**src/rtl/txu_pkg.sv**
```systemverilog
package txu_pkg;

    typedef enum logic [1:0] {
        VEC_NONE = 2'b00,
        VEC_DATA = 2'b01,
        VEC_EXC  = 2'b10
    } txu_vec_e;

    typedef struct packed {
        logic flag;
        logic arm;
    } txu_flag_t;

endpackage

```
**src/rtl/txu_slot_gate.sv**
```systemverilog
module txu_slot_gate (
    input  logic port_en,
    input  logic net_mode,
    input  logic fsync,
    input  logic slot_stb,
    output logic tx_slot
);
    always_comb begin
        tx_slot = 1'b0;
        if (port_en && slot_stb) begin
            tx_slot = net_mode ? 1'b1 : fsync;
        end
    end
endmodule

```
**src/rtl/txu_lane.sv**
```systemverilog
module txu_lane #(
    parameter int DW = 16
) (
    input  logic          clk,
    input  logic          rst_n,
    input  logic          port_en,
    input  logic          slot,
    input  logic          wr,
    input  logic [DW-1:0] wdata,
    output logic [DW-1:0] word_q,
    output logic          empty_q,
    output logic          undr_evt
);
    typedef struct packed {
        logic [DW-1:0] data;
        logic [DW-1:0] word;
        logic          empty;
    } lane_t;

    lane_t st_q, st_d;

    always_comb begin
        st_d     = st_q;
        undr_evt = slot && st_q.empty;
        if (!port_en) begin
            st_d.data  = '0;
            st_d.word  = '0;
            st_d.empty = 1'b1;
        end else begin
            if (slot && !st_q.empty) begin
                st_d.word  = st_q.data;
                st_d.empty = 1'b1;
            end
            if (wr) begin
                st_d.data  = wdata;
                st_d.empty = 1'b0;
            end
        end
    end

    always_ff @(posedge clk or negedge rst_n) begin
        if (!rst_n) begin
            st_q.data  <= '0;
            st_q.word  <= '0;
            st_q.empty <= 1'b1;
        end else begin
            st_q <= st_d;
        end
    end

    assign word_q  = st_q.word;
    assign empty_q = st_q.empty;


    repeat_word_chk: assert property (@(posedge clk) disable iff (!rst_n)
        (port_en && slot && empty_q) |=> (word_q == $past(word_q)));


    fresh_sets_empty_chk: assert property (@(posedge clk) disable iff (!rst_n)
        (port_en && slot && !empty_q && !wr) |=> empty_q);


    write_fills_chk: assert property (@(posedge clk) disable iff (!rst_n)
        (port_en && wr) |=> !empty_q);
endmodule

```
**src/rtl/txu_flag.sv**
```systemverilog
module txu_flag #(
    parameter int NTX = 3
) (
    input  logic                 clk,
    input  logic                 rst_n,
    input  logic                 port_en,
    input  logic [NTX-1:0]       evt,
    input  logic [NTX-1:0]       tx_sel,
    input  logic [NTX-1:0]       empty,
    input  logic                 sts_rd,
    input  logic                 any_wr,
    input  logic                 irq_en,
    output logic                 flag_q,
    output txu_pkg::txu_vec_e    vec
);
    import txu_pkg::*;

    txu_flag_t st_q, st_d;
    logic      hit;
    logic      clr;
    logic      req;

    always_comb begin
        st_d = st_q;
        hit  = |(evt & tx_sel);
        clr  = st_q.arm && any_wr;
        if (!port_en) begin
            st_d.flag = 1'b0;
            st_d.arm  = 1'b0;
        end else begin
            if (clr) begin
                st_d.flag = 1'b0;
                st_d.arm  = 1'b0;
            end else if (sts_rd && st_q.flag) begin
                st_d.arm = 1'b1;
            end
            if (hit) begin
                st_d.flag = 1'b1;
            end
        end
    end

    always_ff @(posedge clk or negedge rst_n) begin
        if (!rst_n) begin
            st_q <= '0;
        end else begin
            st_q <= st_d;
        end
    end

    always_comb begin
        req = irq_en && (|(empty & tx_sel));
        if (!req) begin
            vec = VEC_NONE;
        end else if (st_q.flag) begin
            vec = VEC_EXC;
        end else begin
            vec = VEC_DATA;
        end
    end

    assign flag_q = st_q.flag;


    underrun_sets_flag_chk: assert property (@(posedge clk) disable iff (!rst_n)
        (port_en && |(evt & tx_sel)) |=> flag_q);


    hold_without_arm_chk: assert property (@(posedge clk) disable iff (!rst_n)
        (port_en && flag_q && !st_q.arm) |=> flag_q);


    armed_write_clears_chk: assert property (@(posedge clk) disable iff (!rst_n)
        (port_en && st_q.arm && any_wr && !(|(evt & tx_sel))) |=> !flag_q);


    disable_clears_chk: assert property (@(posedge clk) disable iff (!rst_n)
        !port_en |=> (!flag_q && !st_q.arm));


    exc_needs_flag_chk: assert property (@(posedge clk) disable iff (!rst_n)
        (vec == VEC_EXC) |-> (flag_q && irq_en));
endmodule

```
**src/rtl/txu_top.sv**
```systemverilog
module txu_top #(
    parameter int NTX = 3,
    parameter int DW  = 16,
    localparam int IW = (NTX > 1) ? $clog2(NTX) : 1
) (
    input  logic                clk,
    input  logic                rst_n,
    input  logic                port_en,
    input  logic                net_mode,
    input  logic                fsync,
    input  logic                slot_stb,
    input  logic [NTX-1:0]      tx_sel,
    input  logic                irq_en,
    input  logic                sts_rd,
    input  logic                dat_wr,
    input  logic [IW-1:0]       wr_idx,
    input  logic [DW-1:0]       wr_data,
    input  logic                slot_wr,
    output logic [NTX*DW-1:0]   tx_word,
    output logic [NTX-1:0]      tx_empty,
    output logic                undr_flag,
    output logic [1:0]          tx_vec
);
    import txu_pkg::*;

    logic              tx_slot;
    logic [NTX-1:0]    lane_evt;
    logic [NTX-1:0]    lane_wr;
    txu_vec_e          vec_sel;

    txu_slot_gate u_gate (
        .port_en  (port_en),
        .net_mode (net_mode),
        .fsync    (fsync),
        .slot_stb (slot_stb),
        .tx_slot  (tx_slot)
    );

    for (genvar i = 0; i < NTX; i++) begin : g_lane
        assign lane_wr[i] = dat_wr && (int'(wr_idx) == i);

        txu_lane #(.DW(DW)) u_lane (
            .clk      (clk),
            .rst_n    (rst_n),
            .port_en  (port_en),
            .slot     (tx_slot),
            .wr       (lane_wr[i]),
            .wdata    (wr_data),
            .word_q   (tx_word[i*DW +: DW]),
            .empty_q  (tx_empty[i]),
            .undr_evt (lane_evt[i])
        );
    end

    txu_flag #(.NTX(NTX)) u_flag (
        .clk     (clk),
        .rst_n   (rst_n),
        .port_en (port_en),
        .evt     (lane_evt),
        .tx_sel  (tx_sel),
        .empty   (tx_empty),
        .sts_rd  (sts_rd),
        .any_wr  (dat_wr || slot_wr),
        .irq_en  (irq_en),
        .flag_q  (undr_flag),
        .vec     (vec_sel)
    );

    assign tx_vec = vec_sel;


    no_slot_no_change_chk: assert property (@(posedge clk) disable iff (!rst_n)
        (port_en && !net_mode && !fsync && !dat_wr) |=> $stable(tx_empty));
endmodule

```
**config.mk**
```make
export PLATFORM = sky130hd
export DESIGN_NAME = txu_top
export DESIGN_NICKNAME = d
export VERILOG_FILES = /design/src/rtl/txu_pkg.sv /design/src/rtl/txu_slot_gate.sv /design/src/rtl/txu_lane.sv /design/src/rtl/txu_flag.sv /design/src/rtl/txu_top.sv
export SDC_FILE = /design/constraint.sdc
export NUM_CORES = 1
export LEC_CHECK = 0
export ABC_AREA = 1
export BUFFER_PORTS_ARGS = -buffer_cell sky130_fd_sc_hd__buf_4
export CORE_MARGIN = 8
export CORE_UTILIZATION = 45
export CTS_CLUSTER_SIZE = 40
export DETAILED_ROUTE_END_ITERATION = 10
export GPL_ROUTABILITY_DRIVEN = 0
export GPL_TIMING_DRIVEN = 0
export PLACE_DENSITY = 0.67
export SLEW_MARGIN = 10
export SYNTH_ARGS = -nofsm -noshare
export SYNTH_HDL_FRONTEND = slang
export SYNTH_HIERARCHICAL = 1
export SYNTH_SLANG_ARGS = --single-unit
export TNS_END_PERCENT = 50
```
**constraint.sdc**
```tcl
create_clock -name clk -period 3.4 [get_ports clk]
set_clock_uncertainty 0.1 [all_clocks]
set_input_delay 0.17 -clock clk [delete_from_list [all_inputs] [get_ports clk]]
set_output_delay 0.17 -clock clk [all_outputs]
set_load 0.005 [all_outputs]
```
* Word level (Yosys, flattened, before mapping)
Cells that the tools add are included.
Cells by class: $mul 0, shift operators 0, bitwise operators 2, equality and inequality tests 13, reduce and logical (&&, ||, !) cells 20, add/subtract/negate cells 0, muxes and demuxes 21, divide/modulo/power cells 0, $lt $le $gt $ge 0
Operators with widths (number):
- 33-bit two-way mux | 3
- 17-bit two-way mux | 3
- 16-bit two-way mux | 3
- 3-bit by 1-bit inequality test with 1-bit output, second input constant | 5
- 1-bit logical AND | 13
- 2-bit by 1-bit inequality test with 1-bit output, second input constant | 6
- 1-bit two-way mux | 9
- 3-bit AND | 2
- 2-bit two-way mux | 3
- 3-bit OR reduction | 2
- 2-bit == test, second input constant | 2
- 1-bit logical NOT | 3
- 2-bit logical NOT | 1
- 1-bit logical OR | 1
Word-level totals: word-level logic and storage cells 67, RAM bits 0, output and inout bits 54, latch bits 0, memories 0, bits in read-only memories 0, register bits after elaboration 101, input bits 31

* Depth between registers and ports, before layout
Gate-level depths: netlist (run 1).
depth after elaboration 7, gate-level depth with buffers 10, mapped depth without buffers 8

* Cells and area by module
Netlist (run 1), hierarchy kept.
Modules (own cells, without submodules):
- txu_lane | instances 3, seq. area each 827.0 um2, area an instance 1492.7 um2, cells each 167
- txu_flag | instances 1, seq. area each 50.0 um2, area an instance 135.1 um2, cells each 22
- txu_top | instances 1, seq. area each 0.0 um2, area an instance 32.5 um2, cells each 8
- txu_slot_gate | instances 1, seq. area each 0.0 um2, area an instance 11.3 um2, cells each 3

* Worst setup path after synthesis (run 1)
No wires, ideal clock.
kind input port to flip-flop, start input port port_en, end register u_flag.st_q, in the netlist u_flag/flag_q, path slack 2.207 ns, arrival time 1.022 ns, stages 10, library setup time 0.071 ns, cell sequence nand2_1 -> nor2_1 -> buf_4 -> buf_2 -> nand2_1 -> inv_1 -> nand2_1 -> nand3_1 -> nor2_1 -> nor2_1
Between the ends: longest elaborated chain between the ends 7, elaborated cells on any way between the ends 10
Ends and longest elaborated chain:
- start: declaration | RTL line txu_top.sv:8 | input logic port_en,
- 1-bit logical AND (*) | RTL line txu_slot_gate.sv:10 | if (port_en && slot_stb) begin
- 1-bit two-way mux (*) | RTL line txu_slot_gate.sv:10
- net tx_slot | RTL line txu_top.sv:26 | logic tx_slot;
- 1-bit logical AND (*) | RTL line txu_lane.sv:24 | undr_evt = slot && st_q.empty;
- net lane_evt[2] | RTL line txu_top.sv:27 | logic [NTX-1:0] lane_evt;
- 3-bit AND (*) | RTL line txu_flag.sv:25 | hit = |(evt & tx_sel);
- 3-bit OR reduction (*) | RTL line txu_flag.sv:25
- 1-bit two-way mux | RTL line txu_flag.sv:37 | if (hit) begin
- 2-bit two-way mux | RTL line txu_flag.sv:27 | if (!port_en) begin
- end signal: assignment | RTL line txu_flag.sv:47 | st_q <= st_d;
- end: declaration | RTL line txu_flag.sv:18 | txu_flag_t st_q, st_d;
Mark *: on every way through the listed nets, which the timed path passes. The rest lies on a longest branch. A chain may end at the register's enable or synchronous reset.

* Worst setup path in the final report (run 1)
Same ends and word-level chain as after synthesis.

==> reports/metrics.yaml, run 1 <==
outcome: "completed"
crit_type: "input pin to register"
worst_ep_required_time_ns: 3.60
slowest_delay_ns: 0.53
path_cells: "dlygate4sd3_1 -> buf_4 -> nand2_1 -> nor2_1 -> buf_4 -> buf_2 -> nand2_1 -> inv_1 -> nand2_1 -> nand3_1 -> nor2_1 -> nor2_1"
die_w_um: 118
cts.path.max_buffers: 2
yosys_most_used_dff: "dfrtp_1"
coreArea_um2: 10200
finalCritPeriodShare_pct: 52.9
irDropWorstVdd_v: 0.000183
fp.dieH_um: 118
vias: 3758
grt_first_pass_wirelength_mm: 18.4
synth_top_area_cell: "dfrtp_1"
synth_fp_nets: 565
rsz0062_at_grt: "no"
fin_area_um2: 5840
hold_viol: 0
avgSynthCellArea_um2: 8.72
grt_use_total_pct: 16.1
path_max_fanout: 10
start_kind: "input pin"
async_flop_share_pct: 100
yosys.cell_count.top_type: "nand2_1"
grt_overflow: 0
ant_nets: 0
root_buffer: "clkbuf_8"
fin_nets: 679
yosys-top-cells-count: "nand2_1 (210), dfrtp_1 (98), buf_4 (60), nand3_1 (53), nand4_1 (48)"
htreeDepth: 3
routedWlPerCell_um: 13.8
dpl.hpwl_mm: 8.06
pwr-share-clk_pct: 32.4
p_sw_share_pct: 25.2
yosysWarnings: 6
synthCells: 534
start_util_pct: 45.7
hold_class: "input pin to register"
synth_seq_cells: 101
max_clock_freq_ghz: 0.556
setup_viol: 0
worst_pin_slew_ns: 0.405
cap_violations: 0
pre_cts_slack_ns: 1.78
synth.area.top_cells: "dfrtp_1 (53%), nand2_1 (17%), buf_4 (9.7%), nand4_1 (6.4%), nand3_1 (5.7%)"
die-area_um2: 13900
wl_met3_um: 633
wl_mm: 10.9
vias_per_cell: 4.78
area_growth_syn_to_layout_pct: 25.5
relSlewSlack_pct: 73.0
grt_antenna_before_repair: 0
crit_arrival_ns: 2.00
post_cts_buffers: 0
synth_edf_count: 0
std_cell_rows: 37
drt-met1-wl_mm: 4.88
numCtsBuffers: 9
io_pins: 85
p_leak_nw: 3.40
first_pass_iters: 4
drc: 0
ys_seq_area_share_pct: 54.4
worst_setup_path_end_kind: "register"
finalWorstSetupSlack_ns: 1.60
power_density_nw_per_um2: 368
cts_tree: "built"
cts.repair.resized: 0
slowest_stage: "dlygate4sd3_1"
min_period_ns: 1.80
cts_sinks: 101
port-buffer-count: 84
synth_cell_type_count: 17
finalMaxSlewViolations: 0
dr.max_layer_used: "met4"
power_frac_seq_pct: 57.7
synth_top_area_share_pct: 52.7
antenna_cells: 0
finalSetupTns_ns: 0
drt-initial-drc-count: 224
nFillCells: 965
syn-cell-area_um2: 4660
power.internal_mw: 1.61
layout-drive-gt1-share_pct: 30.7
grt_max_degree: 102
placed_cell_area_um2: 5460
clkSlewWorstSetupHoldPaths_ns: 0.09
met2_length_mm: 5.16
utilization_pct: 57.4
p_sw_mw: 0.542
insertion_delay_ns: 0.36
combPwrFrac_pct: 9.9
grt_pass1_vias: 3869
worst max-delay path: cells and delay by family:
kind	cells	cell delay [ns]
buffers and inverters	5	1.20
and+or+nand+nor	7	0.63
path summary, 6_finish.rpt:
| path | start | endpoint | slack, ns | cells past startpoint |
|---|---|---|---|---|
| max | port_en | u_flag/flag_q | 1.60 | 12 |
| min in group asynchronous | rst_n | g_lane[1].u_lane/word_q[2] | 0.09 | 2 |
| min | sts_rd | u_flag/st_q[0] | 0.03 | 3 |
| min reg2reg | g_lane[1].u_lane/st_q[27] | g_lane[1].u_lane/st_q[27] | 0.38 | 2 |
| max in group asynchronous | rst_n | g_lane[2].u_lane/empty_q | 2.43 | 3 |
| max reg2reg | g_lane[2].u_lane/empty_q | g_lane[2].u_lane/word_q[11] | 2.06 | 5 |
power by group through the flow:
stage	clock network [mW]	registers, mW	logic (mW)
after detailed placement	0	1.26	0.193
after CTS	0.720	1.24	0.209
after floorplan	0	1.26	0.0960
after global routing	0.758	1.24	0.236
final	0.696	1.24	0.212
after global placement	0	1.26	0.188
layout make-up:
class	count	area, um^2	area share [%]
tap	136	170	2.91
timing repair buffer	103	842	14.4
multi-input combinational	333	1480	25.4
clock buffer	11	151	2.59
buffer	78	559	9.57
inverter	22	82.6	1.41
clock inverter	3	22.5	0.385
sequential	101	2530	43.3
metrics by stage:
stage | power, mW | std cells | hold slack [ns]
global route | 2.24 | 787 | 0.0129
CTS | 2.17 | 785 | 0.00329
global placement | 1.45 | 754 | 0.318
floorplan | 1.36 | 534 | -0.226
detailed placement | 1.46 | 754 | 0.319
finish | 2.15 | 787 | 0.0349
logic make-up after synthesis:
kind of cell	share of synthesized area, %
flip-flops	54.4
AO/OA/AOI/OAI	0.295
AND/OR/NAND/NOR	31.6
buffers and inverters	13.8
state kept, by name, summed over array words and instances (netlist names):
register	count
g_lane.u_lane/st_q	48
u_flag/flag_q	1
u_flag/st_q	1
g_lane.u_lane/word_q	48
g_lane.u_lane/empty_q	3
cell usage in the layout (no fill, tap or decap), drive strengths merged:
cell / netlist / final
nor3: 1 / 1
buf: 78 / 163
a21oi: 2 / 2
nor2: 12 / 12
dfrtp: 98 / 98
or2: 1 / 1
dfstp: 3 / 3
inv: 22 / 22
clkinvlp: 0 / 3
clkbuf: 0 / 11
nand4: 48 / 48
nand2: 216 / 216
dlygate4sd3: 0 / 18
nand3: 53 / 53
repair_timing:
action                                  4_1_cts  5_1_grt
hold buffers                                 17        1
endpoints found under the hold margin        50      100
endpoints found under the setup margin        0        0
routing by layer:
layer	global-route usage, %	up-vias
met5	0	-
met4	6.89	0
met3	3.17	13
met2	26.9	95
met1	20.0	1752
li1	-	1898
(Power assumes the default switching activity.)
==> inputs of run 2 (changes only) <==
==> constraint.sdc (replaced) <==
create_clock -name clk -period 1.7 [get_ports clk]
set_clock_uncertainty 0.1 [all_clocks]
set_input_delay 0.085 -clock clk [delete_from_list [all_inputs] [get_ports clk]]
set_output_delay 0.085 -clock clk [all_outputs]
set_load 0.005 [all_outputs]
==> run 2 against run 1 <==
Wire length up 1.0%; critical path depth fell by 7; hold slack improved by 0.015 ns; critical endpoint is now tx_vec[0]; sequential power grew 100%; critical path type is now register to primary output; final cell count grew 1.0%; first-iteration DRC count is 12% lower.
==> reports/metrics.yaml, run 2 (synthesized netlist as in run 1, its figures left out) <==
grt_overflow: 0  # unchanged
start_kind: "register"
power.total_mw: 4.32  # +100%
multiInputGateArea_um2: 1490  # +0.17%
htreeDepth: 3  # unchanged
fin_nets: 687  # +1.2%
clkSlewWorstSetupHoldPaths_ns: 0.09  # about the same
cts.path.max_buffers: 2  # unchanged
path_max_fanout: 4  # -6
crit_arrival_ns: 1.40  # -0.60 ns
area_growth_syn_to_layout_pct: 27.4
grt_pass1_vias: 3893  # +0.62%
insertion_delay_ns: 0.36  # about the same
fin_area_um2: 5930  # +1.5%
die-area_um2: 13900  # unchanged
outcome: "completed"
die_w_um: 118  # unchanged
port-buffer-count: 84  # unchanged
hold_class: "input pin to register"
first_pass_iters: 4  # unchanged
irDropWorstVdd_v: 0.000367  # +100%
crit_type: "register to primary output"
min_period_ns: 1.58
antenna_cells: 0  # unchanged
finalCritPeriodShare_pct: 93.1
finalSetupTns_ns: 0  # unchanged
reg2reg_depth: 4  # -1
max_clock_freq_ghz: 0.632
grt_max_degree: 102  # unchanged
finalWorstSetupSlack_ns: 0.118  # -1.49 ns
power_density_nw_per_um2: 728  # +98%
grt_first_pass_wirelength_mm: 18.7  # +1.4%
io_pins: 85  # unchanged
drc: 0  # unchanged
hold_viol: 0  # unchanged
cts_sinks: 101  # unchanged
rr_startpoint: "u_flag/st_q[0]"
std_cell_rows: 37  # unchanged
wl_mm: 11.0  # +1.0%
finalMaxSlewViolations: 0  # unchanged
grt_use_total_pct: 16.3  # +0.15 points
whs_path_depth: 5  # +2
timing.rr.end: "u_flag/st_q[0]"
ant_nets: 0  # unchanged
dpl.hpwl_mm: 8.06  # unchanged
root_buffer: "clkbuf_8"
p_leak_nw: 3.44  # +1.1%
fp.dieH_um: 118  # unchanged
worst_ep_required_time_ns: 1.51  # -2.09 ns
final_common_cell: "nand2_1"
drt-initial-drc-count: 198  # -12%
nFillCells: 954  # -1.1%
rrSetupSlack_ns: 0.28  # -1.78 ns
relSlewSlack_pct: 69.1  # -3.9 points
numCtsBuffers: 9  # unchanged
rsz0062_at_grt: "no"
placed_cell_area_um2: 5460  # unchanged
vias: 3828  # +1.9%
hold_start: "slot_wr"
cts_tree: "built"
coreArea_um2: 10200  # unchanged
worstSetupStartpoint: "g_lane[1].u_lane/empty_q"
worst_pin_slew_ns: 0.464  # +0.0588 ns
hold_path_end: "u_flag/flag_q"
setup_viol: 0  # unchanged
vias_per_cell: 4.82  # +0.84%
grt_antenna_before_repair: 0  # unchanged
start_util_pct: 45.7  # unchanged
layout-drive-gt1-share_pct: 30.5  # -0.22 points
pre_cts_slack_ns: 0.169  # -1.62 ns
seq_area_um2: 2530  # unchanged
worst_setup_path_end_kind: "primary output"
cap_violations: 0  # unchanged
layout_common_cells: "nand2_1 (210), buf_4 (146), dfrtp_1 (98), nand3_1 (53), nand4_1 (48)"
routedWlPerCell_um: 13.8  # about the same
-- run 2: worst max-delay path, cell delays in order (launching register included) --
cell and delay [ns]:
dfstp_2 0.58, nand2_1 0.06, nand3_1 0.08, nand2_1 0.06, nor2_1 0.12, buf_4 0.13
-- run 2: power by group --
part / internal [mW] / switching (mW) / total, mW
sequential: 2.45 / 0.0331 / 2.48
clock: 0.597 / 0.797 / 1.39
combinational: 0.183 / 0.261 / 0.444
total: 3.23 / 1.09 / 4.32
-- run 2: final cells by class --
cell class,instances,area share [%]
Buffer,78,9.55
Inverter,22,1.39
Multi-Input combinational cell,333,25.1
Clock buffer,11,2.55
Sequential cell,101,42.7
Clock inverter,3,0.380
Tap cell,136,2.87
Timing Repair Buffer,111,15.5
-- run 2: timing repair --
action                                  in CTS  in global routing
endpoints found under the hold margin      150                  7
endpoints found under the setup margin       0                  1
resized for setup                            0                  7
setup buffers                                0                  0
hold buffers                                25                  1
-- run 2: worst max-delay path by stage --
stage	to	slack, ns	cells past startpoint
2_1_floorplan	g_lane[0].u_lane/word_q[10]	0.55	5
3_3_place_gp	u_flag/flag_q	0.21	11
3_5_place_dp	u_flag/flag_q	0.17	11
4_1_cts	u_flag/flag_q	0.03	12
5_1_grt	u_flag/flag_q	0.01	12
6_report	tx_vec[0]	0.12	5
-- run 2: stage by stage --
stage          instances  util [%]  hold WS, ns
2_1_floorplan        534         -       -0.311
3_3_place_gp         754      53.6        0.233
3_5_place_dp         754      53.6        0.234
4_1_cts              793      57.8       0.0244
5_1_grt              795      58.3       0.0897
6_report             795      58.3       0.0499
-- run 2: routing by layer --
layer	track usage (%)	wire length, um
met3	2.97	629
met5	0	0
met1	20.6	4920
met2	26.8	5330
met4	6.89	91
==> inputs of run 3 (changes only) <==
--- a/config.mk
+++ b/config.mk
@@ -6,14 +6,15 @@
 export NUM_CORES = 1
 export LEC_CHECK = 0
 export ABC_AREA = 1
-export BUFFER_PORTS_ARGS = -buffer_cell sky130_fd_sc_hd__buf_4
+export CORE_ASPECT_RATIO = 1.75
 export CORE_MARGIN = 8
 export CORE_UTILIZATION = 45
 export CTS_CLUSTER_SIZE = 40
 export DETAILED_ROUTE_END_ITERATION = 10
+export DONT_BUFFER_PORTS = 1
 export GPL_ROUTABILITY_DRIVEN = 0
 export GPL_TIMING_DRIVEN = 0
-export PLACE_DENSITY = 0.67
+export PLACE_DENSITY = 0.6
 export SLEW_MARGIN = 10
 export SYNTH_ARGS = -nofsm -noshare
 export SYNTH_HDL_FRONTEND = slang
==> run 3 against run 2 <==
The run now ends with hold timing left; global-route usage increased by 0.20 points; power rose by 19%; cell area down 8.2%; clock-buffer cell count up 1; largest cell class unchanged.
==> reports/metrics.yaml, run 3 (synthesized netlist as in run 1, its figures left out) <==
top_usage_layer: "met2"
cts_sinks: 101  # unchanged
critPathTopFamily: "buffers and inverters"
routedWlPerCell_um: 15.6  # +13%
grt_antenna_before_repair: 0  # unchanged
worst_setup_path_end_kind: "register"
cts.path.max_buffers: 2  # unchanged
reg2reg_depth: 3  # -1
worst_ep_required_time_ns: 1.88  # +0.37 ns
layoutNonFillerInstCount: 705  # -11%
worst-path-buf-inv: 3  # +2
cap_violations: 0  # unchanged
utilization_pct: 53.5  # -4.8 points
fin_nets: 604  # -12%
vias: 3573  # -6.7%
hold_ws_ns: -0.660  # -0.710 ns
placed_cell_area_um2: 4820  # -12%
worst_pin_slew_ns: 0.301  # -0.163 ns
layout-drive-gt1-share_pct: 20.2  # -10 points
path_max_fanout: 7  # +3
layout_common_cells: "nand2_1 (210), dfrtp_1 (98), buf_4 (60), nand3_1 (53), nand4_1 (48)"
finalWorstSetupSlack_ns: 0.0526  # -0.0651 ns
pre_cts_slack_ns: 0.283  # +0.115 ns
timing.rr.end: "u_flag/st_q[0]"
clkSlewWorstSetupHoldPaths_ns: 0.06  # -0.03 ns
crit_top_cell: "nand2_1"
crit_arrival_ns: 1.83  # +0.43 ns
met3_usage_pct: 4.49  # +1.5 points
htreeDepth: 3  # unchanged
rsz0062_at_grt: "yes"
rr_startpoint: "u_flag/flag_q"
finalCritPeriodShare_pct: 96.9  # +3.8 points
fp.dieH_um: 151  # +28%
holdBufCountCts: 28  # +12%
antenna_cells: 0  # unchanged
worstSetupStartpoint: "wr_idx[0]"
cp.depth: 8  # +3
slowest_delay_ns: 0.59  # about the same
grt_use_total_pct: 16.5  # +0.20 points
first_pass_iters: 4  # unchanged
crit_type: "input pin to register"
port-buffer-count: 0  # -100%
critical_path.endpoint: "g_lane[1].u_lane/st_q[17]"
relSlewSlack_pct: 79.8  # +11 points
max_clock_freq_ghz: 0.607  # -4.0%
drc: 0  # unchanged
hold_viol: 101  # +101
numCtsBuffers: 9  # unchanged
ant_nets: 0  # unchanged
die_w_um: 92.9  # -21%
min_period_ns: 1.65  # +0.0651 ns
post_cts_buffers: 0  # unchanged
dpl.cell_count: 661  # -12%
grt_max_degree: 102  # unchanged
violations: "hold timing"
p_leak_nw: 3.09  # -10%
start_util_pct: 45.8  # about the same
grt_pass1_vias: 3627  # -6.8%
std_cell_rows: 49  # +32%
final_common_cell: "nand2_1"
coreArea_um2: 10200  # about the same
cts_tree: "built"
io_pins: 85  # unchanged
drt-initial-drc-count: 190  # -4.0%
wl_mm: 11.0  # about the same
irDropWorstVdd_v: 0.000505  # +38%
power.total_mw: 5.12  # +19%
grt_first_pass_wirelength_mm: 18.2  # -2.6%
dpl.hpwl_mm: 8.04  # -0.27%
grt_overflow: 0  # unchanged
finalSetupTns_ns: 0  # unchanged
power_density_nw_per_um2: 941  # +29%
path_cells: "dlygate4sd3_1 -> nand2_1 -> nor2_2 -> nand2_2 -> inv_2 -> nand2_1 -> dlygate4sd3_1 -> nand2_1"
grt_use_met2_pct: 28.6  # +1.8 points
vias_per_cell: 5.07  # +5.3%
hold_class: "input pin to asynchronous set/reset pin"
start_kind: "input pin"
outcome: "finished with violations"
rrSetupSlack_ns: 0.26  # -0.02 ns
slowest_stage: "dlygate4sd3_1"
gr-usage-met1_pct: 17.7  # -2.9 points
area_growth_syn_to_layout_pct: 16.9
nFillCells: 978  # +2.5%
setup_viol: 0  # unchanged
fin_area_um2: 5450  # -8.2%
insertion_delay_ns: 0.34  # -0.02 ns
finalMaxSlewViolations: 0  # unchanged
root_buffer: "clkbuf_16"
die-area_um2: 14000  # +0.92%
[run 3: what timing repair did]
item,4_1_cts,5_1_grt
resized for setup,0,3
hold endpoints to repair,160,101
endpoints found under the setup margin,0,3
[run 3: how the worst min path moves through the flow]
stage	start	slack, ns	endpoint
after global placement	rst_n	-0.31	u_flag/st_q[0]
after CTS	rst_n	-0.68	u_flag/st_q[0]
final	rst_n	-0.66	u_flag/st_q[0]
after floorplan	rst_n	-0.31	g_lane[0].u_lane/st_q[17]
after detailed placement	rst_n	-0.31	u_flag/st_q[0]
after global routing	rst_n	-0.68	u_flag/st_q[0]
[run 3: per-layer routing]
| metal | share of wire (%) | routed length [um] |
|---|---|---|
| met5 | 0 | 0 |
| met4 | 3.7 | 404 |
| met3 | 5.7 | 626 |
| met2 | 51 | 5620 |
| met1 | 39 | 4320 |
[run 3: report_power, final]
part | switching [mW] | total (mW) | internal [mW]
combinational | 0.202 | 0.322 | 0.120
sequential | 0.0336 | 2.49 | 2.45
clock | 0.838 | 2.31 | 1.48
total | 1.07 | 5.12 | 4.05
[run 3: layout make-up]
type | count | area (um^2) | area share, %
tap | 127 | 159 | 2.92
multi-input combinational | 333 | 1490 | 27.3
timing repair buffer | 28 | 283 | 5.19
inverter | 22 | 82.6 | 1.52
clock inverter | 4 | 95.1 | 1.75
sequential | 101 | 2530 | 46.5
buffer | 78 | 559 | 10.3
clock buffer | 12 | 246 | 4.53
